==> config.mk <==
export PLATFORM = sky130hd
export DESIGN_NAME = cfg_ctx_bank
export DESIGN_NICKNAME = d
export VERILOG_FILES = /design/src/rtl/cfg_ctx_pkg.sv /design/src/rtl/cfg_addr_step.sv /design/src/rtl/cfg_ctx_set.sv /design/src/rtl/cfg_ctx_bank.sv
export SDC_FILE = /design/constraint.sdc
export NUM_CORES = 1
export LEC_CHECK = 0
export BUFFER_PORTS_ARGS = -buffer_cell sky130_fd_sc_hd__buf_4
export CORE_MARGIN = 10
export CORE_UTILIZATION = 64
export CTS_CLUSTER_DIAMETER = 120
export DETAILED_ROUTE_END_ITERATION = 10
export PLACE_DENSITY = 0.87
export REMOVE_ABC_BUFFERS = 1
export SYNTH_ARGS = -nofsm -noshare
export SYNTH_HDL_FRONTEND = slang
export SYNTH_HIERARCHICAL = 1
export SYNTH_SLANG_ARGS = --single-unit
==> constraint.sdc <==
create_clock -name clk -period 4.15 [get_ports clk]
set_input_delay 0.2075 -clock clk [delete_from_list [all_inputs] [get_ports clk]]
set_output_delay 0.2075 -clock clk [all_outputs]
set_load 0.03 [all_outputs]
==> src/rtl/cfg_ctx_pkg.sv <==
package cfg_ctx_pkg;
  typedef enum logic [2:0] {
    RS_CTL  = 3'd0,
    RS_SEG  = 3'd1,
    RS_ADDR = 3'd2,
    RS_MASK = 3'd3,
    RS_SRC  = 3'd4,
    RS_DST  = 3'd5
  } reg_sel_e;

  typedef enum logic [1:0] {
    AM_HOLD  = 2'd0,
    AM_INC   = 2'd1,
    AM_DEC   = 2'd2,
    AM_HOLD2 = 2'd3
  } addr_mode_e;

  localparam int CTL_MEN_BIT = 2;
  localparam int CTL_CLR_BIT = 15;
endpackage

==> src/rtl/cfg_addr_step.sv <==
module cfg_addr_step #(
  parameter int ENTRIES = 1024,
  parameter int AW      = $clog2(ENTRIES)
) (
  input  logic [AW-1:0] addr,
  input  logic [1:0]    mode,
  output logic [AW-1:0] nxt
);
  import cfg_ctx_pkg::*;
  localparam logic [AW-1:0] LAST = AW'(ENTRIES - 1);

  always_comb begin
    case (addr_mode_e'(mode))
      AM_INC:  nxt = (addr == LAST) ? '0 : addr + 1'b1;
      AM_DEC:  nxt = (addr == '0) ? LAST : addr - 1'b1;
      default: nxt = addr;
    endcase
  end
endmodule

==> src/rtl/cfg_ctx_set.sv <==
module cfg_ctx_set #(
  parameter int DW      = 16,
  parameter int ENTRIES = 1024,
  parameter int AW      = $clog2(ENTRIES)
) (
  input  logic          clk,
  input  logic          rst_n,
  input  logic          we,
  input  logic [2:0]    wsel,
  input  logic [DW-1:0] wdata,
  input  logic          step,
  output logic [DW-1:0] ctl_q,
  output logic [DW-1:0] seg_q,
  output logic [AW-1:0] addr_q,
  output logic [DW-1:0] mask_q,
  output logic [DW-1:0] src_q,
  output logic [DW-1:0] dst_q
);
  import cfg_ctx_pkg::*;
  localparam logic [AW-1:0] LAST = AW'(ENTRIES - 1);

  logic [AW-1:0] addr_nxt;
  logic          clr;
  logic          addr_wr;

  cfg_addr_step #(.ENTRIES(ENTRIES), .AW(AW)) u_step (
    .addr(addr_q), .mode(ctl_q[1:0]), .nxt(addr_nxt)
  );

  assign clr     = we && (wsel == RS_CTL) && wdata[CTL_CLR_BIT];
  assign addr_wr = we && (wsel == RS_ADDR);

  always_ff @(posedge clk or negedge rst_n) begin
    if (!rst_n) begin
      ctl_q <= '0; seg_q <= '0; addr_q <= '0;
      mask_q <= '0; src_q <= '0; dst_q <= '0;
    end else if (clr) begin
      ctl_q <= '0; seg_q <= '0; addr_q <= '0;
      mask_q <= '0; src_q <= '0; dst_q <= '0;
    end else begin
      if (we) begin
        case (reg_sel_e'(wsel))
          RS_CTL:  ctl_q  <= wdata;
          RS_SEG:  seg_q  <= wdata;
          RS_MASK: mask_q <= wdata;
          RS_SRC:  src_q  <= wdata;
          RS_DST:  dst_q  <= wdata;
          default: ;
        endcase
      end
      if (addr_wr)   addr_q <= wdata[AW-1:0];
      else if (step) addr_q <= addr_nxt;
    end
  end

  // an untouched context holds every register
  a_r2_idle_hold: assert property (@(posedge clk) disable iff (!rst_n)
    (!we && !step) |=> ($stable(ctl_q) && $stable(seg_q) && $stable(addr_q)
                        && $stable(mask_q) && $stable(src_q) && $stable(dst_q)));
  a_r7_wrap_up: assert property (@(posedge clk) disable iff (!rst_n)
    (step && !we && ctl_q[1:0] == 2'b01 && addr_q == LAST) |=> (addr_q == '0));
  a_r7_wrap_down: assert property (@(posedge clk) disable iff (!rst_n)
    (step && !we && ctl_q[1:0] == 2'b10 && addr_q == '0) |=> (addr_q == LAST));
  a_r6_hold_mode: assert property (@(posedge clk) disable iff (!rst_n)
    (step && !we && (ctl_q[1:0] == 2'b00 || ctl_q[1:0] == 2'b11)) |=> $stable(addr_q));
  a_r9_clear: assert property (@(posedge clk) disable iff (!rst_n)
    clr |=> (ctl_q == '0 && seg_q == '0 && addr_q == '0 && mask_q == '0
             && src_q == '0 && dst_q == '0));
endmodule

==> src/rtl/cfg_ctx_bank.sv <==
module cfg_ctx_bank #(
  parameter int DW      = 16,
  parameter int ENTRIES = 1024,
  parameter int AW      = $clog2(ENTRIES)
) (
  input  logic          clk,
  input  logic          rst_n,
  input  logic          wr_en,
  input  logic [2:0]    wr_sel,
  input  logic [DW-1:0] wr_data,
  input  logic [2:0]    rd_sel,
  output logic [DW-1:0] rd_data,
  input  logic          ctx_swap,
  input  logic          mem_access,
  input  logic          match_hit,
  output logic          active_ctx,
  output logic          match_flag,
  output logic [DW-1:0] act_ctl,
  output logic [DW-1:0] act_seg,
  output logic [AW-1:0] act_addr,
  output logic [DW-1:0] act_mask,
  output logic [DW-1:0] act_src,
  output logic [DW-1:0] act_dst
);
  import cfg_ctx_pkg::*;
  localparam int NCTX = 2;

  logic [DW-1:0] ctl_v  [NCTX];
  logic [DW-1:0] seg_v  [NCTX];
  logic [AW-1:0] addr_v [NCTX];
  logic [DW-1:0] mask_v [NCTX];
  logic [DW-1:0] src_v  [NCTX];
  logic [DW-1:0] dst_v  [NCTX];
  logic          act_q;
  logic          match_q;
  logic          soft_clr;

  for (genvar g = 0; g < NCTX; g++) begin : g_ctx
    cfg_ctx_set #(.DW(DW), .ENTRIES(ENTRIES), .AW(AW)) u_set (
      .clk(clk), .rst_n(rst_n),
      .we(wr_en && (act_q == 1'(g))), .wsel(wr_sel), .wdata(wr_data),
      .step(mem_access && (act_q == 1'(g))),
      .ctl_q(ctl_v[g]), .seg_q(seg_v[g]), .addr_q(addr_v[g]),
      .mask_q(mask_v[g]), .src_q(src_v[g]), .dst_q(dst_v[g])
    );
  end

  assign act_ctl  = ctl_v[act_q];
  assign act_seg  = seg_v[act_q];
  assign act_addr = addr_v[act_q];
  assign act_mask = mask_v[act_q];
  assign act_src  = src_v[act_q];
  assign act_dst  = dst_v[act_q];
  assign active_ctx = act_q;
  assign match_flag = match_q;
  assign soft_clr = wr_en && (wr_sel == RS_CTL) && wr_data[CTL_CLR_BIT];

  always_comb begin
    case (reg_sel_e'(rd_sel))
      RS_CTL:  rd_data = act_ctl;
      RS_SEG:  rd_data = act_seg;
      RS_ADDR: rd_data = DW'(act_addr);
      RS_MASK: rd_data = act_mask;
      RS_SRC:  rd_data = act_src;
      RS_DST:  rd_data = act_dst;
      default: rd_data = '0;
    endcase
  end

  always_ff @(posedge clk or negedge rst_n) begin
    if (!rst_n) begin
      act_q   <= 1'b0;
      match_q <= 1'b0;
    end else begin
      if (ctx_swap) act_q <= ~act_q;
      if (ctx_swap || soft_clr)                      match_q <= 1'b0;
      else if (match_hit && act_ctl[CTL_MEN_BIT])    match_q <= 1'b1;
    end
  end

  a_r3_swap_toggles: assert property (@(posedge clk) disable iff (!rst_n)
    ctx_swap |=> (active_ctx != $past(active_ctx)));
  a_r3_no_spurious_toggle: assert property (@(posedge clk) disable iff (!rst_n)
    !ctx_swap |=> $stable(active_ctx));
  a_r4_swap_clears_match: assert property (@(posedge clk) disable iff (!rst_n)
    ctx_swap |=> !match_flag);
  a_r5_disabled_no_set: assert property (@(posedge clk) disable iff (!rst_n)
    (!match_flag && !(match_hit && act_ctl[CTL_MEN_BIT])) |=> !match_flag);
endmodule

# Word-level counts from Yosys, hierarchy flattened

Index checks and enable logic that the tools add are counted.

Register bits: 182
Input port bits: 28
Output and inout bits: 108
Word-level logic and storage cells: 142

Add/sub/neg operators: 4
$lt $le $gt $ge: 1
Equal/unequal tests: 16
Muxes and demuxes: 58
Bitwise operators: 2
Reductions and logical operators: 47

Operators with widths:

| cell                    | count |
|---|---|
| $mux W16                | 40 |
| $mux W10                | 13 |
| $pmux W16 S6            | 1 |
| $pmux W10 S2            | 2 |
| $reduce_bool A2 Y1      | 13 |
| $reduce_and A2 Y1       | 12 |
| $add A10 B1 Y10 const B | 2 |
| $eq A10 B10 Y1 const B  | 2 |
| $logic_not A10 Y1       | 2 |
| $sub A10 B1 Y10 const B | 2 |
| $logic_and A1 B1 Y1     | 13 |
| $eq A3 B2 Y1 const B    | 4 |
| $eq A3 B3 Y1 const B    | 4 |
| $reduce_bool A4 Y1      | 2 |
| $eq A3 B1 Y1 const B    | 2 |
| $logic_not A3 Y1        | 2 |
| $reduce_bool A3 Y1      | 2 |
| $eq A2 B1 Y1 const B    | 2 |
| $eq A2 B2 Y1 const B    | 2 |
| $ge A2 B2 Y1 const B    | 1 |
| $mux W1                 | 2 |
| $not A1 Y2              | 1 |
| $logic_or A1 B1 Y1      | 1 |
| $not A1 Y1              | 1 |

# Logic depth before layout (Yosys ltp)

Gate-level depths: netlist of the first run.

Depth after elaboration: 7
Mapped depth: 10
Gate-level depth less buffers: 9

# Hierarchy

Netlist of the first run, hierarchy kept.

By module, submodules not included:

| module        | times used | cells an instance | area an instance (um^2) | seq. area each (um^2) |
|---|---|---|---|---|
| cfg_ctx_set   | 2          | 369               | 3796.1                  | 2252.2 |
| cfg_ctx_bank  | 1          | 188               | 1791.7                  | 50.0 |
| cfg_addr_step | 2          | 115               | 688.2                   | 0.0 |

# Worst setup path after synthesis of the first run

OpenSTA, ideal clock, no wires.

Kind: reg2reg
Start: reg g_ctx[0].u_set.addr_q[0]
End: reg g_ctx[0].u_set.addr_q[7]
Setup time: 94 ps
Data arrival time: 2241 ps
Data required time: 4056 ps
Path slack: 1815 ps
Cell stages (with the launch flop): 10
Buffers on the path: 0
Clock period less this slack: 2335 ps
Cell sequence: dfrtp_1 > inv_1 > ha_1 > or4b_4 > nor3_4 > a21oi_1 > or3_1 > a31oi_1 > mux2i_1 > a211oi_1

Longest elaborated chain between the ends: 6
Elaborated cells on any way between the ends: 10
Classes of those cells: add/sub (2); eq/ne (1); mux (6); reduce/logical (1)

RTL lines:

| element                                 | line                                     | source |
|---|---|---|
| from (decl)                             | cfg_ctx_set.sv:14                        | `output logic [AW-1:0] addr_q,` |
| from (signal assigned)                  | cfg_ctx_set.sv:51                        | `if (addr_wr) addr_q <= wdata[AW-1:0];` |
| from (signal assigned)                  | cfg_ctx_set.sv:52                        | `else if (step) addr_q <= addr_nxt;` |
| $sub A10 B1 Y10 (tied with other cells) | cfg_addr_step.sv:15                      | `AM_DEC: nxt = (addr == '0) ? LAST : addr - 1'b1;` |
| $mux W10 (on tied branches)             | cfg_addr_step.sv:15, cfg_addr_step.sv:14 |  |
| $pmux W10 S2 (*)                        | cfg_addr_step.sv:13                      | `case (addr_mode_e'(mode))` |
| via g_ctx[0].u_set.addr_nxt[7]          | cfg_ctx_set.sv:22                        | `logic [AW-1:0] addr_nxt;` |
| $mux W10 (*)                            | cfg_ctx_set.sv:52                        |  |
| $mux W10 (*)                            | cfg_ctx_set.sv:51                        |  |
| $mux W10 (*)                            | cfg_ctx_set.sv:37                        | `end else if (clr) begin` |

Mark *: on every way through the listed nets, which the timed path passes. The rest lies on a longest branch. The select of a mux whose other input is x is not followed.
A chain may end at the register's enable or synchronous reset.

# Worst setup path after layout of the first run

Start: reg act_q (netlist: active_ctx)
End: out rd_data[4]

Longest elaborated chain between the ends: 5
Elaborated cells on any way between the ends: 20
Classes of those cells: mux (19); bitwise (1)

RTL lines:

| element                                                              | line               | source |
|---|---|---|
| from (decl)                                                          | cfg_ctx_bank.sv:34 | `logic act_q;` |
| from (signal assigned)                                               | cfg_ctx_bank.sv:75 | `if (ctx_swap) act_q <= ~act_q;` |
| $not A1 Y2 (implied by the code) (*)                                 | -                  |  |
| $mux W16 (implied by the code) (tied with other cells) (3 in series) | cfg_ctx_bank.sv:53 | `assign act_dst = dst_v[act_q];` |
| $pmux W16 S6 (*)                                                     | cfg_ctx_bank.sv:59 | `case (reg_sel_e'(rd_sel))` |
| to (decl)                                                            | cfg_ctx_bank.sv:12 | `output logic [DW-1:0] rd_data,` |

Every way passes the cells marked *; elsewhere a longest branch is shown, timed or not. The select of a mux whose other input is x is not followed.

==> results of run 1 <==
worst max-delay path, cell delays in order, from the launching register on:
cell and delay (ns):
dfrtp_4 0.67, buf_4 0.61, mux2_2 0.45, a22oi_1 0.26, nand3_1 0.14, buf_4 0.19
power by group through the flow:
stage / logic [µW] / clock network, µW / registers (µW)
2_1_floorplan: 3900 / 0 / 3180
3_3_place_gp: 5550 / 0 / 3250
3_5_place_dp: 5650 / 0 / 3300
4_1_cts: 5700 / 1640 / 3290
5_1_grt: 6100 / 1710 / 3410
6_report: 5730 / 1630 / 3320
sequential cells by signal, indices dropped and copies added, names as in the netlist:
name and cells:
match_flag 1, g_ctx.u_set/dst_q 32, active_ctx 1, g_ctx.u_set/addr_q 20, g_ctx.u_set/src_q 32, g_ctx.u_set/ctl_q 32, g_ctx.u_set/mask_q 32, g_ctx.u_set/seg_q 32
area by class of cell:
| cell class | count | area, µm² |
|---|---|---|
| timing repair buffer | 147 | 1127 |
| multi-input combinational | 858 | 5533 |
| sequential | 182 | 4558 |
| tap | 220 | 275.3 |
| inverter | 18 | 67.56 |
| clock inverter | 10 | 117.6 |
| fill | 1172 | 4372 |
| clock buffer | 22 | 474.2 |
how the worst min path moves through the flow:
| stage | start | endpoint | slack [ns] | cells past startpoint |
|---|---|---|---|---|
| global placement | ctx_swap | match_flag | 0.38 | 2 |
| detailed placement | ctx_swap | match_flag | 0.39 | 2 |
| CTS | wr_data[14] | g_ctx[0].u_set/seg_q[14] | 0.07 | 3 |
| global route | wr_data[14] | g_ctx[1].u_set/dst_q[14] | 0.08 | 3 |
| floorplan | rst_n | active_ctx | -0.09 | 0 |
| finish | wr_data[14] | g_ctx[0].u_set/seg_q[14] | 0.08 | 3 |
cells by family (layout without fill, tap and decap cells):
family | after synthesis | in the layout | share of synthesized area, %
AND/OR/NAND/NOR | 425 | 425 | 18.74
AO/OA/AOI/OAI | 314 | 314 | 19.74
flip-flops | 182 | 182 | 42.33
buffers and inverters | 116 | 197 | 6.337
multiplexers | 110 | 110 | 11.84
adder cells (fa/ha/maj) | 8 | 8 | 0.9303
XOR/XNOR | 1 | 1 | 0.08141
routing by layer:
metal  wire length [µm]  GRT usage [%]  up-vias
li1                   -              -     4239
met1              12830          37.77     4716
met2              15860          46.17      600
met3               3563          7.005       99
met4               1215          11.66        0
met5                  0              0        -
through the flow:
stage / total power [µW] / utilization, % / std cells
final: 10690 / 73.54 / 1457
after global routing: 11220 / 73.54 / 1457
after CTS: 10630 / 73.54 / 1457
after detailed placement: 8956 / 69.78 / 1422
after global placement: 8802 / 69.78 / 1422
after floorplan: 7081 / - / 1058
layout by cell type (no fill, tap or decap), types with 4 or more instances in the layout:
cell       instances
o21ai_0           26
dfrtp_1          181
nand2_1          250
nor3_1             8
mux2_4            16
o21ai_2           30
and4b_1            4
a21oi_1          111
a31oi_1            4
nand4bb_1          4
a211oi_1          23
or4b_4             4
inv_1             18
ha_1               8
a22o_1            32
clkbuf_16         17
nand3_1           30
mux2_2            74
a21o_1             4
buf_4            142
nand2b_1          30
nand4_1            6
a22oi_1           48
o21ba_2            6
nor2_1            54
mux2i_1           20
o211ai_1          10
nand4b_1           4
and2_1             4
==> qor.csv, run 1 <==
metric,value,unit
port_buffers,135,
syn_inst,1156,
p_seq_share,31.1,%
sw_frac_of_total,45.11,%
tns,0,ns
static-leakage-power,0.005429,µW
postCtsSetupRepairBufs,0,
reg2reg_to,g_ctx[1].u_set/mask_q[14],
path_class,register to primary output,
slew-limit-headroom,17.15,%
htree_levels,4,
critPathRequiredTime,3.94,ns
drv_cap,0,
ys_types,58,
grt_pass1_wl,51.89,mm
stdcell_area,0.01215,mm²
setup_violations,0,
crit_start,active_ctx,
endpoint,rd_data[4],
clkPwrFrac,15.3,%
clk_latency,0.43,ns
critPathLaunchType,register,
r2r-start,active_ctx,
endpoint_kind,primary output,
start_util,65.12,%
grt_pass1_vias,9469,
async_flop_share,100.0,%
min_path_type,primary input to register,
power-per-cell-area,879.6,mW/mm²
yosysSeqAreaShare,42.33,%
p_sw,4822,µW
dp_hpwl,21.13,mm
layout-drive-gt1-share,25.95,%
num_rows,47,
post_dp_cell_area,0.01153,mm²
timing.final.ws_setup,1.162,ns
synth_flop_cell,dfrtp_1,
post-place-ws,1.570,ns
synth_area_leaders,"dfrtp_1 (42%), nand2_1 (8.7%), mux2_2 (7.7%), a21oi_1 (5.2%), a22oi_1 (3.3%)",
ios,136,
min_period,2.988,ns
antenna_cells,0,
grt_max_degree,112,
cts_root_buffer,clkbuf_16,
finalWeightedCongestion,0.9621,
dr.pass1.iters,6,
grt_usage,29.15,%
cts_buffers,17,
cts.sinks,182,
skew,0.009370,ns
ant_nets,0,
post_drt_via_cell_ratio,6.626,
cts_tree,done,
cp_max_fo,41,
fmax,334.6,MHz
synth_edf_count,0,
die_w,149.7,µm
syn2layout_area_growth,12.94,%
combPwrFrac,53.6,%
finalCritPeriodShare,72.01,%
first_iter_violations,1267,
die_area,0.02240,mm²
rrSetupSlack,1.41,ns
internal-power,5868,µW
drt_wl_total,33.46,mm
postCtsHoldBufs,3,
syn_area,0.01076,mm²
arrival,2.78,ns
holdWs,0.07546,ns
ys_ff_latch,182,
yosysTopAreaCellShare,42.33,%
overflow,0,
synth_top_area_cell,dfrtp_1,
ctsResizeCount,0,
hold_violations,0,
netlist_top_cells_count,"nand2_1 (250), dfrtp_1 (182), a21oi_1 (111)",
outcome,"finished, final reports clean",
drc,0,
finalMaxSlewViolations,0,
irDropWorstVdd,0.0005693,V
wire_per_inst,22.97,µm
vias,9654,
tightest_slew,1.236,ns
rsz0062_at_grt,no,
yosysMostFrequentCell,nand2_1,
final_nets,1260,
antenna_found_initial,0,
clockBufferDepth,2,
synth_warnings,6,
coreArea,0.01652,mm²
die_h,149.7,µm
ff2ff_path_depth,4,
clk_pin_slew,0.07,ns
avgSynthCellArea,9.308,µm²
Note: power is estimated with default switching activity, not from simulation.
==> inputs of run 2 (changes only) <==
--- a/config.mk
+++ b/config.mk
@@ -7,10 +7,10 @@
 export LEC_CHECK = 0
 export BUFFER_PORTS_ARGS = -buffer_cell sky130_fd_sc_hd__buf_4
 export CORE_MARGIN = 10
-export CORE_UTILIZATION = 64
+export CORE_UTILIZATION = 53
 export CTS_CLUSTER_DIAMETER = 120
 export DETAILED_ROUTE_END_ITERATION = 10
-export PLACE_DENSITY = 0.87
+export PLACE_DENSITY = 0.77
 export REMOVE_ABC_BUFFERS = 1
 export SYNTH_ARGS = -nofsm -noshare
 export SYNTH_HDL_FRONTEND = slang
==> constraint.sdc (replaced) <==
create_clock -name clk -period 2.5 [get_ports clk]
set_input_delay 0.125 -clock clk [delete_from_list [all_inputs] [get_ports clk]]
set_output_delay 0.125 -clock clk [all_outputs]
set_load 0.03 [all_outputs]
==> qor.csv, run 2 (same netlist as run 1, synthesis figures left out) <==
metric,value,unit
outcome,"finished, final reports clean",
cp_max_fo,25,
die_area,0.02640,mm²
grt_max_degree,77,
finalMaxSlewViolations,0,
fmax,422.9,MHz
min_period,2.365,ns
die_h,162.5,µm
antenna_cells,0,
clk_latency,0.44,ns
wire_per_inst,22.30,µm
clk_pin_slew,0.07,ns
dr.pass1.iters,5,
endpoint_kind,primary output,
slew-limit-headroom,21.77,%
grt_usage,25.74,%
p_sw,8200,µW
grt_pass1_wl,54.46,mm
clockBufferDepth,2,
path_class,register to primary output,
overflow,0,
htree_levels,4,
skew,0.01058,ns
first_iter_violations,1113,
internal-power,9918,µW
clkPwrFrac,14.8,%
multi_input_area,0.005527,mm²
use_met3,4.499,%
die_w,162.5,µm
finalWeightedCongestion,0.8987,
antenna_found_initial,0,
slowest_delay,0.50,ns
cts_root_buffer,clkbuf_16,
syn2layout_area_growth,17.56,%
dp_cells,1513,
cts_tree,done,
drv_cap,0,
tightest_slew,1.168,ns
cts.sinks,182,
cpLargestDelayFamily,buffers and inverters,
vias,9818,
ff_latch_area,0.004558,mm²
dp_hpwl,22.71,mm
power-per-cell-area,1432,mW/mm²
rsz0062_at_grt,no,
ios,136,
drc,0,
irDropWorstVdd,0.0008461,V
final_nets,1309,
grt_pass1_vias,9682,
arrival,2.24,ns
cts_buffers,17,
drt_wl_total,34.70,mm
post-place-ws,0.1964,ns
start_util,53.52,%
setup_violations,0,
finalCritPeriodShare,94.59,%
fill_cells,1648,
final_cell_mix,"nand2_1 (250), dfrtp_1 (181), buf_4 (180)",
p_seq_share,28.5,%
timing.final.ws_setup,0.1353,ns
finish.cell_count_without_fillers,1556,
grtUsageMet1,33.85,%
grtUsageMet2,40.77,%
critPathSlowestCell,dfrtp_4,
num_rows,52,
min_path_type,primary input to register,
static-leakage-power,0.005669,µW
path_buf_inv,2,
combPwrFrac,56.6,%
final_common_cell,nand2_1,
cp_cell_sequence,buf_6 -> mux2_4 -> a22oi_1 -> nand3_1 -> buf_4,
hold_violations,0,
sw_frac_of_total,45.26,%
layout-drive-gt1-share,28.38,%
ant_nets,0,
coreArea,0.02010,mm²
critPathLaunchType,register,
gr-max-usage-layer,met2,
critPathRequiredTime,2.38,ns
post_drt_via_cell_ratio,6.310,
port_buffers,135,
==> run 2: cell types whose count changed in the layout (fill, tap and decap cells not counted), moves of 2 or more <==
cell	change
dlygate4sd3_1	+5
clkinv_2	-3
buf_6	+2
buf_12	+2
inv_8	+2
buf_4	+38
clkinvlp_4	+2
clkbuf_8	-2
==> run 2: per-stage QoR <==
stage / util [%] / total power, µW / area [µm²] / setup TNS [ns] / hold WS [ns]
5_1_grt: 62.92 / 19070 / 12650 / 0 / 0.02580
3_5_place_dp: 59.35 / 15180 / 11930 / 0 / 0.1992
2_1_floorplan: - / 11760 / 10150 / -396.63 / -0.1706
4_1_cts: 62.65 / 17920 / 12590 / 0 / 0.008478
3_3_place_gp: 59.35 / 14950 / 11930 / 0 / 0.2005
6_report: 62.92 / 18120 / 12650 / 0 / 0.01750
==> run 2: worst register-to-register path, delay by kind of cell (launching register included) <==
kind            cells  cell delay (ns)
compound gates      3             0.49
flops               1             0.53
mux                 1             0.10
simple gates        3             1.11
==> run 2: area by class of cell <==
| type | instances | share of cell area [%] |
|---|---|---|
| Sequential cell | 182 | 36.03 |
| Clock buffer | 20 | 3.531 |
| Tap cell | 270 | 2.671 |
| Clock inverter | 12 | 1.068 |
| Multi-Input combinational cell | 858 | 43.69 |
| Timing Repair Buffer | 196 | 12.47 |
| Inverter | 18 | 0.5341 |
==> run 2: final timing paths <==
path | startpoint | cells past startpoint | end | slack [ns]
setup / recovery | active_ctx | 5 | rd_data[1] | 0.14
hold / removal | wr_data[8] | 3 | g_ctx[1].u_set/dst_q[8] | 0.02
setup reg to reg | g_ctx[1].u_set/addr_q[2] | 7 | g_ctx[1].u_set/addr_q[7] | 0.19
hold reg to reg | g_ctx[1].u_set/ctl_q[5] | 2 | g_ctx[1].u_set/ctl_q[5] | 0.47
max in group asynchronous | rst_n | 3 | g_ctx[1].u_set/seg_q[9] | 1.43
min in group asynchronous | rst_n | 2 | g_ctx[1].u_set/ctl_q[6] | 0.29
==> run 2: power by group through the flow <==
stage	Clock, µW	Sequential (µW)	Combinational [µW]
global route	2810	5310	10900
CTS	2690	5130	10100
finish	2680	5170	10300
global placement	0	5090	9860
floorplan	0	5280	6470
detailed placement	0	5170	10000
==> run 2: repair_timing <==
| action | 4_1_cts | 5_1_grt |
|---|---|---|
| hold buffers | 8 | 0 |
| setup buffers | 0 | 2 |
| endpoints found under the hold margin | 97 | 0 |
| gates resized for setup | 0 | 3 |
| endpoints found under the setup margin | 0 | 4 |
==> run 2: metal layers <==
metal | wire length (µm) | vias to the layer above
met1 | 14290 | 4845
met3 | 2863 | 82
met2 | 16220 | 541
li1 | - | 4350
met5 | 0 | -
met4 | 1316 | 0
